File: config.mk
export PLATFORM = sky130hd
export DESIGN_NAME = adc_gain_offset_corr
export DESIGN_NICKNAME = d
export VERILOG_FILES = /design/src/rtl/calib_pkg.sv /design/src/rtl/corr_delay.sv /design/src/rtl/corr_arith.sv /design/src/rtl/adc_gain_offset_corr.sv
export SDC_FILE = /design/constraint.sdc
export NUM_CORES = 1
export LEC_CHECK = 0
export CAP_MARGIN = 40
export CORE_MARGIN = 2
export CORE_UTILIZATION = 58
export DETAILED_ROUTE_END_ITERATION = 8
export DONT_BUFFER_PORTS = 1
export PLACE_DENSITY = 0.73
export SLEW_MARGIN = 20
export SYNTH_ARGS = -nofsm -noshare
export SYNTH_HDL_FRONTEND = slang
export SYNTH_SLANG_ARGS = --single-unit
export TNS_END_PERCENT = 100
File: constraint.sdc
create_clock -name clk -period 9.6 [get_ports clk]
set_input_delay 0.96 -clock clk [delete_from_list [all_inputs] [get_ports clk]]
set_output_delay 0.96 -clock clk [all_outputs]
set_load 0.05 [all_outputs]
File: src/rtl/calib_pkg.sv
package calib_pkg;

  localparam int DEF_DATA_W    = 12;
  localparam int DEF_CH_W      = 5;
  localparam int DEF_PS_W      = 3;
  localparam int DEF_GAIN_W    = 16;
  localparam int DEF_GAIN_FRAC = 14;
  localparam int DEF_OFF_W     = 16;
  localparam int DEF_LATENCY   = 14;

  // Why a sample takes the path it does; every value other than
  // PATH_CORR forwards the raw sample unchanged.
  typedef enum logic [1:0] {
    PATH_CORR       = 2'd0,
    PATH_ENTRY_OFF  = 2'd1,
    PATH_GLOBAL_OFF = 2'd2,
    PATH_SAT        = 2'd3
  } route_e;

endpackage

File: src/rtl/corr_delay.sv
module corr_delay #(
  parameter int WIDTH = 8,
  parameter int DEPTH = 2
) (
  input  logic             clk,
  input  logic             rst_n,
  input  logic             in_vld,
  input  logic [WIDTH-1:0] in_data,
  output logic             out_vld,
  output logic [WIDTH-1:0] out_data
);

  generate
    if (DEPTH == 0) begin : g_wire
      assign out_vld  = in_vld;
      assign out_data = in_data;
    end else begin : g_pipe
      logic             vld_q [DEPTH];
      logic [WIDTH-1:0] dat_q [DEPTH];

      for (genvar i = 0; i < DEPTH; i++) begin : g_stage
        logic             vld_src;
        logic [WIDTH-1:0] dat_src;
        if (i == 0) begin : g_head
          assign vld_src = in_vld;
          assign dat_src = in_data;
        end else begin : g_body
          assign vld_src = vld_q[i-1];
          assign dat_src = dat_q[i-1];
        end

        always_ff @(posedge clk or negedge rst_n) begin
          if (!rst_n) begin
            vld_q[i] <= 1'b0;
            dat_q[i] <= '0;
          end else begin
            vld_q[i] <= vld_src;
            if (vld_src) dat_q[i] <= dat_src;
          end
        end
      end

      assign out_vld  = vld_q[DEPTH-1];
      assign out_data = dat_q[DEPTH-1];
    end
  endgenerate

endmodule

File: src/rtl/corr_arith.sv
module corr_arith
  import calib_pkg::*;
#(
  parameter int DATA_W    = DEF_DATA_W,
  parameter int GAIN_W    = DEF_GAIN_W,
  parameter int GAIN_FRAC = DEF_GAIN_FRAC,
  parameter int OFF_W     = DEF_OFF_W
) (
  input  logic              clk,
  input  logic              rst_n,
  input  logic              in_vld,
  input  logic [DATA_W-1:0] in_x,
  input  logic [GAIN_W-1:0] in_gain,
  input  logic [OFF_W-1:0]  in_off,
  input  route_e            in_route,
  output logic              out_vld,
  output logic [DATA_W-1:0] out_y
);

  localparam int PROD_W = DATA_W + GAIN_W;
  localparam int RND_W  = PROD_W + 1;
  localparam int Q_W    = RND_W - GAIN_FRAC;
  localparam int SUM_W  = ((Q_W > OFF_W) ? Q_W : OFF_W) + 1;
  localparam logic [RND_W-1:0]  HALF     = RND_W'(1) << (GAIN_FRAC - 1);
  localparam logic [GAIN_W-1:0] GAIN_ONE = GAIN_W'(1) << GAIN_FRAC;

  // stage A: product
  logic              a_vld_q;
  logic [PROD_W-1:0] a_prod_q, a_prod_nxt;
  logic [DATA_W-1:0] a_x_q;
  logic [OFF_W-1:0]  a_off_q;
  route_e            a_route_q;

  // stage B: rounded, offset, clamped result
  logic              b_vld_q;
  logic [DATA_W-1:0] b_y_q, b_y_nxt;

  logic [RND_W-1:0]        rnd;
  logic [Q_W-1:0]          q;
  logic signed [SUM_W-1:0] sum;
  logic [DATA_W-1:0]       clamped;

  always_comb begin
    a_prod_nxt = PROD_W'(in_x) * PROD_W'(in_gain);
  end

  always_ff @(posedge clk or negedge rst_n) begin
    if (!rst_n) begin
      a_vld_q   <= 1'b0;
      a_prod_q  <= '0;
      a_x_q     <= '0;
      a_off_q   <= '0;
      a_route_q <= PATH_CORR;
    end else begin
      a_vld_q <= in_vld;
      if (in_vld) begin
        a_prod_q  <= a_prod_nxt;
        a_x_q     <= in_x;
        a_off_q   <= in_off;
        a_route_q <= in_route;
      end
    end
  end

  always_comb begin
    rnd = {1'b0, a_prod_q} + HALF;
    q   = rnd[RND_W-1:GAIN_FRAC];
    sum = $signed({{(SUM_W-Q_W){1'b0}}, q}) +
          $signed({{(SUM_W-OFF_W){a_off_q[OFF_W-1]}}, a_off_q});
    if (sum[SUM_W-1])
      clamped = '0;
    else if (|sum[SUM_W-2:DATA_W])
      clamped = '1;
    else
      clamped = sum[DATA_W-1:0];
    b_y_nxt = (a_route_q == PATH_CORR) ? clamped : a_x_q;
  end

  always_ff @(posedge clk or negedge rst_n) begin
    if (!rst_n) begin
      b_vld_q <= 1'b0;
      b_y_q   <= '0;
    end else begin
      b_vld_q <= a_vld_q;
      if (a_vld_q) b_y_q <= b_y_nxt;
    end
  end

  assign out_vld = b_vld_q;
  assign out_y   = b_y_q;

  AST_BYPASS_RAW: assert property (@(posedge clk) disable iff (!rst_n)
    (a_vld_q && a_route_q != PATH_CORR) |=> (b_y_q == $past(a_x_q)));

  AST_SAT_FULL: assert property (@(posedge clk) disable iff (!rst_n)
    (in_vld && in_route == PATH_SAT) |-> ##2 (out_y == {DATA_W{1'b1}}));

  AST_UNITY_PASS: assert property (@(posedge clk) disable iff (!rst_n)
    (in_vld && in_route == PATH_CORR && in_gain == GAIN_ONE && in_off == '0)
    |-> ##2 (out_y == $past(in_x, 2)));

endmodule

File: src/rtl/adc_gain_offset_corr.sv
module adc_gain_offset_corr
  import calib_pkg::*;
#(
  parameter int DATA_W    = DEF_DATA_W,
  parameter int CH_W      = DEF_CH_W,
  parameter int PS_W      = DEF_PS_W,
  parameter int GAIN_W    = DEF_GAIN_W,
  parameter int GAIN_FRAC = DEF_GAIN_FRAC,
  parameter int OFF_W     = DEF_OFF_W,
  parameter int LATENCY   = DEF_LATENCY,
  localparam int ADDR_W   = CH_W + PS_W,
  localparam int COEF_W   = 1 + GAIN_W + OFF_W
) (
  input  logic              clk,
  input  logic              rst_n,
  input  logic              raw_valid,
  input  logic [DATA_W-1:0] raw_data,
  input  logic [CH_W-1:0]   raw_chan,
  input  logic [PS_W-1:0]   raw_pre,
  input  logic              cal_disable,
  input  logic              sat_bypass_en,
  output logic [ADDR_W-1:0] coef_addr,
  input  logic [COEF_W-1:0] coef_rdata,
  output logic              cor_valid,
  output logic [DATA_W-1:0] cor_data,
  output logic [CH_W-1:0]   cor_chan,
  output logic [PS_W-1:0]   cor_pre
);

  localparam int TAG_W  = ADDR_W;
  localparam int ARITH  = 2;
  localparam int TAIL   = LATENCY - 1 - ARITH;
  localparam int CNT_W  = $clog2(LATENCY + 1) + 1;
  localparam logic [DATA_W-1:0] FULL = '1;

  // stage 1: capture the sample while the RAM read is in flight
  logic              s1_vld_q;
  logic [DATA_W-1:0] s1_x_q;
  logic [TAG_W-1:0]  s1_tag_q;
  logic              s1_dis_q;
  logic              s1_satb_q;

  logic              coef_en;
  logic [GAIN_W-1:0] coef_gain;
  logic [OFF_W-1:0]  coef_off;
  route_e            route;

  logic              ar_vld;
  logic [DATA_W-1:0] ar_y;
  logic              tg_vld;
  logic [TAG_W-1:0]  tg_tag;
  logic              tl_vld;
  logic [DATA_W+TAG_W-1:0] tl_data;

  assign coef_addr = {raw_chan, raw_pre};

  always_ff @(posedge clk or negedge rst_n) begin
    if (!rst_n) begin
      s1_vld_q  <= 1'b0;
      s1_x_q    <= '0;
      s1_tag_q  <= '0;
      s1_dis_q  <= 1'b0;
      s1_satb_q <= 1'b0;
    end else begin
      s1_vld_q <= raw_valid;
      if (raw_valid) begin
        s1_x_q    <= raw_data;
        s1_tag_q  <= {raw_chan, raw_pre};
        s1_dis_q  <= cal_disable;
        s1_satb_q <= sat_bypass_en;
      end
    end
  end

  assign coef_en   = coef_rdata[COEF_W-1];
  assign coef_gain = coef_rdata[GAIN_W+OFF_W-1:OFF_W];
  assign coef_off  = coef_rdata[OFF_W-1:0];

  always_comb begin
    if (s1_dis_q)
      route = PATH_GLOBAL_OFF;
    else if (!coef_en)
      route = PATH_ENTRY_OFF;
    else if (s1_satb_q && s1_x_q == FULL)
      route = PATH_SAT;
    else
      route = PATH_CORR;
  end

  corr_arith #(
    .DATA_W(DATA_W), .GAIN_W(GAIN_W), .GAIN_FRAC(GAIN_FRAC), .OFF_W(OFF_W)
  ) u_arith (
    .clk(clk), .rst_n(rst_n),
    .in_vld(s1_vld_q), .in_x(s1_x_q), .in_gain(coef_gain),
    .in_off(coef_off), .in_route(route),
    .out_vld(ar_vld), .out_y(ar_y)
  );

  corr_delay #(.WIDTH(TAG_W), .DEPTH(ARITH)) u_tag_align (
    .clk(clk), .rst_n(rst_n),
    .in_vld(s1_vld_q), .in_data(s1_tag_q),
    .out_vld(tg_vld), .out_data(tg_tag)
  );

  corr_delay #(.WIDTH(DATA_W + TAG_W), .DEPTH(TAIL)) u_tail (
    .clk(clk), .rst_n(rst_n),
    .in_vld(ar_vld), .in_data({ar_y, tg_tag}),
    .out_vld(tl_vld), .out_data(tl_data)
  );

  assign cor_valid = tl_vld;
  assign cor_data  = tl_data[DATA_W+TAG_W-1:TAG_W];
  assign cor_chan  = tl_data[TAG_W-1:PS_W];
  assign cor_pre   = tl_data[PS_W-1:0];

  // samples accepted but not yet delivered
  logic [CNT_W-1:0] inflight_q, inflight_nxt;

  always_comb begin
    inflight_nxt = inflight_q + CNT_W'(raw_valid) - CNT_W'(cor_valid);
  end

  always_ff @(posedge clk or negedge rst_n) begin
    if (!rst_n) inflight_q <= '0;
    else        inflight_q <= inflight_nxt;
  end

  AST_INFLIGHT_BOUND: assert property (@(posedge clk) disable iff (!rst_n)
    inflight_q <= CNT_W'(LATENCY));

  AST_NO_ORPHAN_VALID: assert property (@(posedge clk) disable iff (!rst_n)
    cor_valid |-> (inflight_q != '0));

  AST_TAG_SYNC: assert property (@(posedge clk) disable iff (!rst_n)
    tg_vld == ar_vld);

endmodule

== Word level (Yosys, flattened, before mapping) ==
Cells that the tools add are included.
Operators by class
  add/sub/neg operators: 2
  multipliers: 1
  divide/modulo/power cells: 0
  $lt $le $gt $ge: 0
  equality and inequality tests: 1
  shifts and indexed selects: 0
  multiplexer cells: 6
  bitwise gates (word level): 0
  reductions and logical operators: 3
Operators with widths (count)
  12-bit two-way mux: 3
  28-bit by 14-bit adder with 29-bit output (second input constant): 1
  12-bit by 16-bit multiplier with 28-bit output: 1
  16-bit by 16-bit adder with 17-bit output: 1
  12-bit equality test (second input constant): 1
  2-bit two-way mux: 3
  4-bit OR reduction: 1
  2-bit zero test: 1
  1-bit logical AND: 1
Word-level totals
  bits in registers: 342
  latch bits: 0
  RAM bits: 0
  ROM bits: 0
  word-level logic and storage cells: 49
  memories: 0

== Depth between registers and ports, before layout ==
Gate-level depths: netlist of the first run.
  depth in word-level cells: 6
  gate-level depth with buffers: 21

== By module ==
From an unflattened synthesis of the first run, not the netlist that was laid out.
Second synthesis, totals
  cells, all modules: 1545
  area, all modules: 19167.1 sq um
Modules (own cells, without submodules)
  corr_arith: instances 1, cells an instance 972, area each 8974.9 sq um, seq. area each 1476.4 sq um
  corr_delay at u_tail: instances 1, cells an instance 473, area each 8505.7 sq um, seq. area each 5780.5 sq um
  adc_gain_offset_corr: instances 1, cells an instance 64, area each 973.4 sq um, seq. area each 575.6 sq um
  corr_delay at u_tag_align: instances 1, cells an instance 36, area each 713.2 sq um, seq. area each 450.4 sq um

== Worst setup path before layout of the first run ==
OpenSTA, ideal clock, no wires.
  kind: in2reg
  start: in coef_rdata[23]
  end: reg u_arith.a_prod_q[24]
  arrival time: 5.674 ns
  slack: 3.801 ns
  cell stages on the path: 18
  path buffers: 1
  cell sequence: clkbuf_1 > nand2_1 > fa_1 > inv_1 > fa_1 > fa_1 > fa_1 > inv_1 > fa_1 > inv_1 > ha_1 > a21oi_1 > o21ai_0 > nor3_1 > a31oi_4 > a41o_1 > xor2_1 > mux2_2
On the way
  word-level cells in the longest chain between the ends: 1
Ends and longest elaborated chain
  start, declared: line adc_gain_offset_corr.sv:23  | input logic [COEF_W-1:0] coef_rdata,
  12-bit by 16-bit multiplier with 28-bit output: line corr_arith.sv:44  | a_prod_nxt = PROD_W'(in_x) * PROD_W'(in_gain);
  end signal, assigned: line corr_arith.sv:57  | a_prod_q <= a_prod_nxt;
  end, declared: line corr_arith.sv:29  | logic [PROD_W-1:0] a_prod_q, a_prod_nxt;
No other way between the ends.
A chain may end at the register's enable or synchronous reset.

== Worst setup path after layout of the first run ==
  start: reg s1_x_q[4]
  end: reg u_arith.a_prod_q[24]
On the way
  word-level cells in the longest chain between the ends: 1
Ends and longest elaborated chain
  start, declared: line adc_gain_offset_corr.sv:38  | logic [DATA_W-1:0] s1_x_q;
  start signal, assigned: line adc_gain_offset_corr.sv:67  | s1_x_q <= raw_data;
  12-bit by 16-bit multiplier with 28-bit output: line corr_arith.sv:44
No other way between the ends.

==> impl_metrics.toml, run 1 <==
[critical_path]
cp-start-kind = "register"
worstSetupEndpointType = "register"
r2r_slack_ns = 3.76
cp.required_ns = 10.01
rr_endpoint = "u_arith.a_prod_q[24]$_DFFE_PN0P_"
timing.rr.start = "s1_x_q[4]$_DFFE_PN0P_"
crit_type = "register to register"
path_max_fanout = 19
cp.arrival_ns = 6.26
reg2reg_depth = 17

[routing]
vias = 11000
dr.pass1.iters = 5
drtAntennaViolNets = 0
wl_per_cell_microns = 17.1
drcViolationCount = 0
via_per_inst = 5.54
drt_iter0_drc = 556
totalWireLength_microns = 34000

[clocking]
htreeDepth = 2
postCtsHoldBufs = 0
cts_buffers = 36
clk_pin_slew_worst_paths_ns = 0.06
root_buffer = "clkbuf_16"
cts_resized = 0
cts_setup_buffers = 0
cts_tree = "yes"
numClockSinks = 329
cts_buffer_depth = 3
clkLatencyLatePin_ns = 0.53

[logic_synthesis]
ys_seq_area_frac = 0.433
netlist_area_sq_mm = 0.0190
synth.distinct_cells = 60
async_reset_ff_frac = 1.00
synth_top_area_share = 0.433
synth_edf_count = 0
synth.largest_area_cell = "dfrtp_1"
synth-main-ff-cell = "dfrtp_1"
synthCells = 1553
syn_nets = 1829
ys_warn_count = 0
syn_avg_cell_area_sq_um = 12.2
synth_area_leaders = "dfrtp_1 (43%), mux2_2 (18%), fa_1 (15%)"
ys_ff_latch = 329

[layout]
mostFrequentLayoutCells = "dfrtp_1 (328), mux2_2 (298), inv_1 (167), nand2_1 (148), fa_1 (140)"
antennaDiodeCount = 0
synthToLayoutAreaGrowth_pct = 7.67
layout_commonest_cell = "dfrtp_1"
nets = 1788
drive_above_1_share = 0.243
stdcell_area_sq_mm = 0.0205

[placed_design]
io_buffers = 0
dp_hpwl_microns = 24500
place_congestion = 0.836
placed_area_sq_mm = 0.0192

[floorplan]
fp.dieW_microns = 185
start_util = 0.587
core_sq_mm = 0.0324
ios = 87
die_area_sq_mm = 0.0343
rows = 66
die_y_microns = 185

[sta]
drv_slew = 0
hold_viol_final = 0
holdWs_ns = 0.139
slew-limit-headroom = 0.460
fin_crit_ns = 5.84
finalSetupViolCount = 0
rsz0062_at_grt = "no"
tns_ns = 0
tightest_slew_ns = 0.809
period_share = 0.609
max_freq_mhz = 171
fin_skew_ns = 0.0146

[run]
drv_cap = 0

[status]
run_status = "finished clean"

[global_route]
grtUsageTotal = 0.215
grt_overflow = 0
grt_pass1_vias = 11800
grt_pass1_wl_microns = 58900
antenna_found_initial = 0
grt_max_degree = 330

[power]
peakVddDrop_uv = 318
total_power_mw = 7.36
powerDensity_mw_per_mm2 = 359
p_leak_nw = 9.53

[min_path]
hold_class = "input pin to async pin"
==> report_power, final <==
group	internal [mW]	switching (mW)
sequential	1.91	0.489
clock	0.815	0.554
combinational	1.74	1.85
==> cell families (layout without fill, tap and decap cells) <==
group | Yosys count | after routing | synth area share
muxes | 299 | 299 | 0.177
AOI/OAI and AO/OA | 125 | 125 | 0.0475
adders and majority gates | 218 | 218 | 0.199
xor gates and xnor gates | 40 | 40 | 0.0184
DFF | 329 | 329 | 0.433
buffers and inverters | 254 | 240 | 0.0532
and+or+nand+nor | 288 | 288 | 0.0722
==> critical path, cell delays in order, from the launching register on <==
cell and delay, ns:
dfrtp_1 0.86, nand2_1 0.16, fa_1 0.52, fa_1 0.52, inv_1 0.05, fa_1 0.49, fa_1 0.50, inv_1 0.05
fa_1 0.47, inv_1 0.04, ha_1 0.35, a21oi_1 0.21, o21ai_0 0.11, nor3_1 0.36, a31oi_4 0.27, a41o_1 0.34
xor2_1 0.15, mux2_2 0.27
==> worst max-delay path by stage <==
| stage | to | slack [ns] | start | depth (start not counted) |
|---|---|---|---|---|
| after floorplan | u_arith.a_prod_q[24]$_DFFE_PN0P_ | 3.80 | coef_rdata[23] | 18 |
| after global placement | u_arith.a_prod_q[24]$_DFFE_PN0P_ | 3.86 | coef_rdata[26] | 17 |
| after detailed placement | u_arith.a_prod_q[24]$_DFFE_PN0P_ | 3.81 | coef_rdata[26] | 17 |
| after CTS | u_arith.a_prod_q[24]$_DFFE_PN0P_ | 3.80 | s1_x_q[4]$_DFFE_PN0P_ | 17 |
| after global routing | u_arith.a_prod_q[24]$_DFFE_PN0P_ | 3.45 | s1_x_q[4]$_DFFE_PN0P_ | 17 |
| final | u_arith.a_prod_q[24]$_DFFE_PN0P_ | 3.76 | s1_x_q[4]$_DFFE_PN0P_ | 17 |
==> final cells by class <==
class	count	area, sq um
Tap cell	442	553
Clock buffer	48	986
Clock inverter	17	206
Fill cell	2479	11900
Sequential cell	329	8230
Inverter	167	627
Multi-Input combinational cell	970	9770
Timing Repair Buffer	8	97.6
==> per-layer routing <==
layer,track usage,share of wire,vias up
li1,-,-,5050
met1,0.297,0.46,5640
met2,0.353,0.47,233
met3,0.0326,0.043,60
met4,0.0638,0.025,0
met5,0,0,-
==> metrics by stage <==
stage                     setup slack [ns]  std cells   util
after CTS                             3.80       1975  0.630
after global routing                  3.45       1981  0.632
after global placement                3.86       1909  0.593
after detailed placement              3.81       1910  0.593
final                                 3.76       1981  0.632
after floorplan                       3.80       1553      -
==> cell usage after synthesis (14+ instances only) <==
master    count
ha_1         78
a21oi_1      30
nor2_1       21
o21ai_0      14
and2_1       67
xnor2_1      27
fa_1        140
inv_1       167
nand2_1     148
dfrtp_1     329
mux2_2      298
clkbuf_1     66
==> flip-flops by register name (all words and copies together), names as in the netlist, 8 cells and up <==
register,flops
u_tail.g_pipe.g_stage.dat_src,200
u_tail.out_data,20
u_arith.a_off_q,16
u_arith.a_prod_q,15
s1_x_q,12
u_arith.a_x_q,12
u_arith.out_y,12
u_tail.g_pipe.g_stage.vld_src,10
s1_tag_q,8
u_tag_align.g_pipe.g_stage.dat_src,8
u_tag_align.out_data,8
Note: power is estimated with default switching activity, not from simulation.
==> run 2: changes to the inputs <==
Settings changed: PLACE_DENSITY 0.73 to 0.75.
Clock period 9.6 ns to 5.1 ns, I/O delays scaled along.
==> run 2 against run 1 <==
Compared with the run above: the run now ends with hold timing, setup timing left; largest cell class unchanged; sequential share of layout area shrank 1.7 points; wire length grew 7.6%; global-route usage grew 0.91 points; via count grew 4.8%; critical endpoint unchanged.
==> impl_metrics.toml, run 2 (synthesis results as in run 1) <==
[layout]
synthToLayoutAreaGrowth_pct = 12.5
fill_cells = 2352
largest_reg_flops = 200
antennaDiodeCount = 0
finalNonFillerCells = 2054
drive_above_1_share = 0.310
layout_commonest_cell = "dfrtp_1"
final_core_util = 0.661
nets = 1862
mostFrequentLayoutCells = "dfrtp_1 (318), mux2_2 (297), inv_1 (163), nand2_1 (146), fa_1 (137)"

[power]
switchingPower_mw = 6.34
peakVddDrop_uv = 835
combPwrFrac = 0.563
p_sw_frac = 0.389
power.share.clock = 0.160
p_leak_nw = 9.93
p_int_mw = 9.94
powerDensity_mw_per_mm2 = 761
p_seq_frac = 0.277

[placed_design]
place_congestion = 0.864
io_buffers = 0
dp.cells = 1954
dp_hpwl_microns = 25500
dp_worst_setup_slack_ns = -0.246

[critical_path]
path_max_fanout = 6
r2r_slack_ns = -0.14
worstSetupEndpointType = "register"
cp-start-kind = "register"
cp.arrival_ns = 5.64
slowest_stage = "fa_1"
rr_endpoint = "u_arith.a_prod_q[24]$_DFFE_PN0P_"
reg2reg_depth = 18
timing.rr.start = "s1_x_q[6]$_DFFE_PN0P_"
cp.required_ns = 5.50
critical_path.max_stage_delay_ns = 0.53
crit_path_frequent_cell = "fa_1"
path_cells = "buf_4, nand2_1, fa_1, fa_1, inv_1, fa_1, fa_1, inv_1, fa_1, inv_1, ha_4, nand2_2, o211ai_1, a31oi_4, a31oi_4, a41o_1, xor2_1, mux2_4"
crit_type = "register to register"

[clocking]
clk_pin_slew_worst_paths_ns = 0.06
cts_buffer_depth = 3
htreeDepth = 2
cts_tree = "yes"
clkLatencyLatePin_ns = 0.52
root_buffer = "clkbuf_16"
cts_buffers = 35
numClockSinks = 329

[floorplan]
die_area_sq_mm = 0.0343
core_sq_mm = 0.0324
fp.dieW_microns = 185
ios = 87
rows = 66
start_util = 0.587
die_y_microns = 185

[sta]
fin_skew_ns = 0.0117
rsz0062_at_grt = "yes"
drv_slew = 0
max_freq_mhz = 191
tns_ns = -0.657
setup_slack_ns = -0.136
holdWs_ns = -0.304
period_share = 1.03
hold_viol_final = 329
finalSetupViolCount = 9
slew-limit-headroom = 0.454
fin_crit_ns = 5.24
tightest_slew_ns = 0.819

[global_route]
grt_pass1_wl_microns = 61400
grt_max_degree = 330
grtUsageTotal = 0.224
grt_overflow = 0
antenna_found_initial = 0
grt_pass1_vias = 12400

[routing]
via_per_inst = 5.60
wl_per_cell_microns = 17.8
totalWireLength_microns = 36500
drt_iter0_drc = 587
vias = 11500
dr.pass1.iters = 5
drcViolationCount = 0
drtAntennaViolNets = 0

[status]
run_status = "finished with violations"
violations = "hold timing, setup timing"

[run]
drv_cap = 0

[min_path]
hold_class = "input pin to async pin"
==> run 2: worst max-delay path, delay by kind of cell, from the launching register on <==
kind	cells	cell delay [ns]
multiplexers	1	0.26
flip-flops	1	0.45
buffers and inverters	4	0.33
AND/OR/NAND/NOR	2	0.14
AO/OA/AOI/OAI	4	1.06
adder cells (fa/ha/maj)	6	2.78
XOR/XNOR	1	0.09
==> run 2: layout make-up <==
cell class | count | area [sq um] | area share
multi-input combinational | 971 | 10000 | 0.470
sequential | 329 | 8250 | 0.386
clock buffer | 47 | 971 | 0.0454
timing repair buffer | 82 | 713 | 0.0334
inverter | 167 | 627 | 0.0293
tap | 442 | 553 | 0.0259
clock inverter | 16 | 230 | 0.0108
==> run 2: how the worst max path moves through the flow <==
| stage | start | end | slack [ns] |
|---|---|---|---|
| finish | s1_x_q[6]$_DFFE_PN0P_ | u_arith.a_prod_q[24]$_DFFE_PN0P_ | -0.14 |
| global route | s1_x_q[6]$_DFFE_PN0P_ | u_arith.a_prod_q[24]$_DFFE_PN0P_ | -0.29 |
| CTS | s1_x_q[8]$_DFFE_PN0P_ | u_arith.a_prod_q[24]$_DFFE_PN0P_ | -0.03 |
| detailed placement | s1_x_q[3]$_DFFE_PN0P_ | u_arith.a_prod_q[24]$_DFFE_PN0P_ | -0.25 |
| global placement | s1_x_q[6]$_DFFE_PN0P_ | u_arith.a_prod_q[24]$_DFFE_PN0P_ | -0.06 |
| floorplan | coef_rdata[23] | u_arith.a_prod_q[24]$_DFFE_PN0P_ | 0.0007 |
==> run 2: through the flow <==
| step | cell area, sq um | power, mW |
|---|---|---|
| after global routing | 21400 | 17.6 |
| after floorplan | 19100 | 9.92 |
| after detailed placement | 19500 | 12.0 |
| after CTS | 21000 | 15.3 |
| final | 21400 | 16.3 |
| after global placement | 19500 | 11.7 |
==> run 2: power by group through the flow <==
stage,logic (mW),clock network (mW),registers (mW)
2_1_floorplan,5.65,0,4.26
3_5_place_dp,7.41,0,4.57
4_1_cts,8.15,2.66,4.52
6_report,9.17,2.60,4.51
3_3_place_gp,7.22,0,4.50
5_1_grt,10.1,2.78,4.66
==> run 2: timing repair <==
item                                    CTS  global route
pin swaps                                17            53
endpoints found under the setup margin   11            14
endpoints found under the hold margin   329           330
gates cloned                              1             0
buffers inserted                         24             9
gates resized for setup                  26            48
==> run 2: routing by layer <==
layer  vias to the layer above  track usage  routed length (microns)
met5                         -            0                        0
met4                         0       0.0835                     1360
met3                        91       0.0344                     1710
met2                       299        0.373                    17700
met1                      5914        0.298                    15800
li1                       5208            -                        -
==> run 3: changes to the inputs <==
Settings changed: ABC_AREA set to 1, PLACE_DENSITY 0.75 to 0.73.
Clock period 5.1 ns to 6.3 ns, I/O delays scaled along.
==> run 3 against run 2 <==
Compared with the run above: the flow finishes with violations (hold timing); cell count up 33%; combinational power fell by 49%; clock power fell by 15%; synthesized area rose by 3.6%; critical endpoint unchanged.
==> impl_metrics.toml, run 3 <==
[status]
run_status = "finished with violations"
violations = "hold timing"

[layout]
layout_commonest_cell = "nand2_1"
fill_cells = 2772
register_area_sq_mm = 0.00823
largest_reg_flops = 200
multi_input_area_sq_mm = 0.00933
synthToLayoutAreaGrowth_pct = 8.15
nets = 2530
drive_above_1_share = 0.0522
final_core_util = 0.637
mostFrequentLayoutCells = "nand2_1 (561), inv_1 (437), dfrtp_1 (329), nor2_1 (171), o21ai_0 (168)"

[clocking]
clk_pin_slew_worst_paths_ns = 0.06
cts_resized = 0
cts_buffers = 34
numClockSinks = 329
htreeDepth = 2
cts_buffer_depth = 3
root_buffer = "clkbuf_16"
cts_tree = "yes"
cts_setup_buffers = 0
clkLatencyLatePin_ns = 0.51

[logic_synthesis]
ys_seq_area_frac = 0.418
synth_edf_count = 0
ys_warn_count = 0
synth_area_leaders = "dfrtp_1 (42%), fa_1 (14%), nand2_1 (11%)"
synth.largest_area_cell = "dfrtp_1"
synth_top_area_share = 0.418
synthTopCellsByCount = "nand2_1 (561), inv_1 (437), dfrtp_1 (329)"
synth.most_common_cell = "nand2_1"
async_reset_ff_frac = 1.00
netlist_area_sq_mm = 0.0197
syn_nets = 2594
syn_avg_cell_area_sq_um = 8.50
ys_ff_latch = 329
synthCells = 2318
synth-main-ff-cell = "dfrtp_1"
synth.distinct_cells = 40

[routing]
vias = 14300
dr.pass1.iters = 7
drtAntennaViolNets = 0
via_per_inst = 5.25
drt_iter0_drc = 886
drcViolationCount = 0
totalWireLength_microns = 42900
wl_per_cell_microns = 15.7

[sta]
rsz0062_at_grt = "no"
max_freq_mhz = 182
drv_slew = 0
holdWs_ns = -0.197
tns_ns = 0
tightest_slew_ns = 0.842
fin_crit_ns = 5.48
setup_slack_ns = 0.817
finalSetupViolCount = 0
period_share = 0.870
fin_skew_ns = 0.0202
hold_viol_final = 329
slew-limit-headroom = 0.439

[power]
total_power_mw = 9.72
peakVddDrop_uv = 526
powerDensity_mw_per_mm2 = 456
p_leak_nw = 11.1

[global_route]
grt_pass1_wl_microns = 71700
grt_pass1_vias = 14800
antenna_found_initial = 3
grt_max_degree = 330
grtUsageTotal = 0.251
grt_overflow = 0

[critical_path]
path_max_fanout = 17
cp-start-kind = "register"
startpoint = "s1_x_q[6]$_DFFE_PN0P_"
timing.rr.start = "s1_x_q[6]$_DFFE_PN0P_"
worstSetupEndpointType = "register"
cp.arrival_ns = 5.86
cp.required_ns = 6.68
reg2reg_depth = 21
crit_type = "register to register"

[min_path]
hold_class = "input pin to async pin"

[placed_design]
dp_hpwl_microns = 31300
io_buffers = 0
place_congestion = 0.935
dp_worst_setup_slack_ns = 0.938

[floorplan]
die_y_microns = 188
fp.dieW_microns = 188
core_sq_mm = 0.0334
die_area_sq_mm = 0.0354
rows = 67
ios = 87
start_util = 0.589

[run]
drv_cap = 0
[run 3: metal layers]
metal,vias up,wire length (microns),global-route usage
met1,6990,16900,0.306
met2,356,22400,0.450
li1,6893,-,-
met3,107,2100,0.0354
met4,0,1620,0.104
met5,-,0,0
[run 3: logic make-up after synthesis]
group           Yosys count  synth area share
mux                      21            0.0120
buf+inv                 554             0.108
simple gates            819             0.165
xor+xnor                 25            0.0111
flops                   329             0.418
compound gates          352            0.0933
fa+ha+maj               218             0.192
[run 3: power breakdown]
group | total [mW] | internal (mW) | switching, mW | leakage [nW]
clock | 2.22 | 1.40 | 0.818 | 0.629
sequential | 2.78 | 2.46 | 0.323 | 3.90
combinational | 4.72 | 1.77 | 2.95 | 6.58
total | 9.72 | 5.63 | 4.09 | 11.1
[run 3: worst paths after layout]
kind                                                                   endpoint  slack (ns)
max in group asynchronous  u_tag_align.g_pipe.g_stage[1].dat_src[6]$_DFFE_PN0P_        5.92
min                                              u_tail.out_data[6]$_DFFE_PN0P_       -0.20
max                                            u_arith.a_prod_q[24]$_DFFE_PN0P_        0.82
min reg2reg                     u_tail.g_pipe.g_stage[3].dat_src[6]$_DFFE_PN0P_        0.48
min in group clk                                             s1_vld_q$_DFF_PN0_        0.15
max reg2reg                                    u_arith.a_prod_q[24]$_DFFE_PN0P_        0.82
[run 3: area by class of cell]
cell class                      instances  area share
Antenna cell                            3    0.000352
Timing Repair Buffer                   15      0.0117
Sequential cell                       329       0.387
Multi-Input combinational cell       1435       0.438
Tap cell                              448      0.0263
Clock buffer                           49      0.0488
Clock inverter                         12      0.0111
Inverter                              439      0.0774
[run 3: stage by stage]
step / cell area, sq um / instances
2_1_floorplan: 19700 / 2318
3_3_place_gp: 19800 / 2653
3_5_place_dp: 20000 / 2663
4_1_cts: 21300 / 2724
5_1_grt: 21300 / 2729
6_report: 21300 / 2730
[run 3: critical path, stage by stage, from the launching register on]
cell	delay [ns]
dfrtp_1	0.82
nand2_1	0.18
fa_1	0.57
inv_1	0.06
fa_1	0.58
fa_1	0.44
fa_1	0.49
inv_1	0.05
fa_1	0.52
inv_1	0.05
ha_1	0.38
nand2_1	0.14
nor2_1	0.18
inv_1	0.07
nor3_1	0.16
nand2_1	0.10
nand2_1	0.13
nand2_1	0.09
nand2_1	0.06
nand2_1	0.04
nand3_1	0.11
o21ai_1	0.08
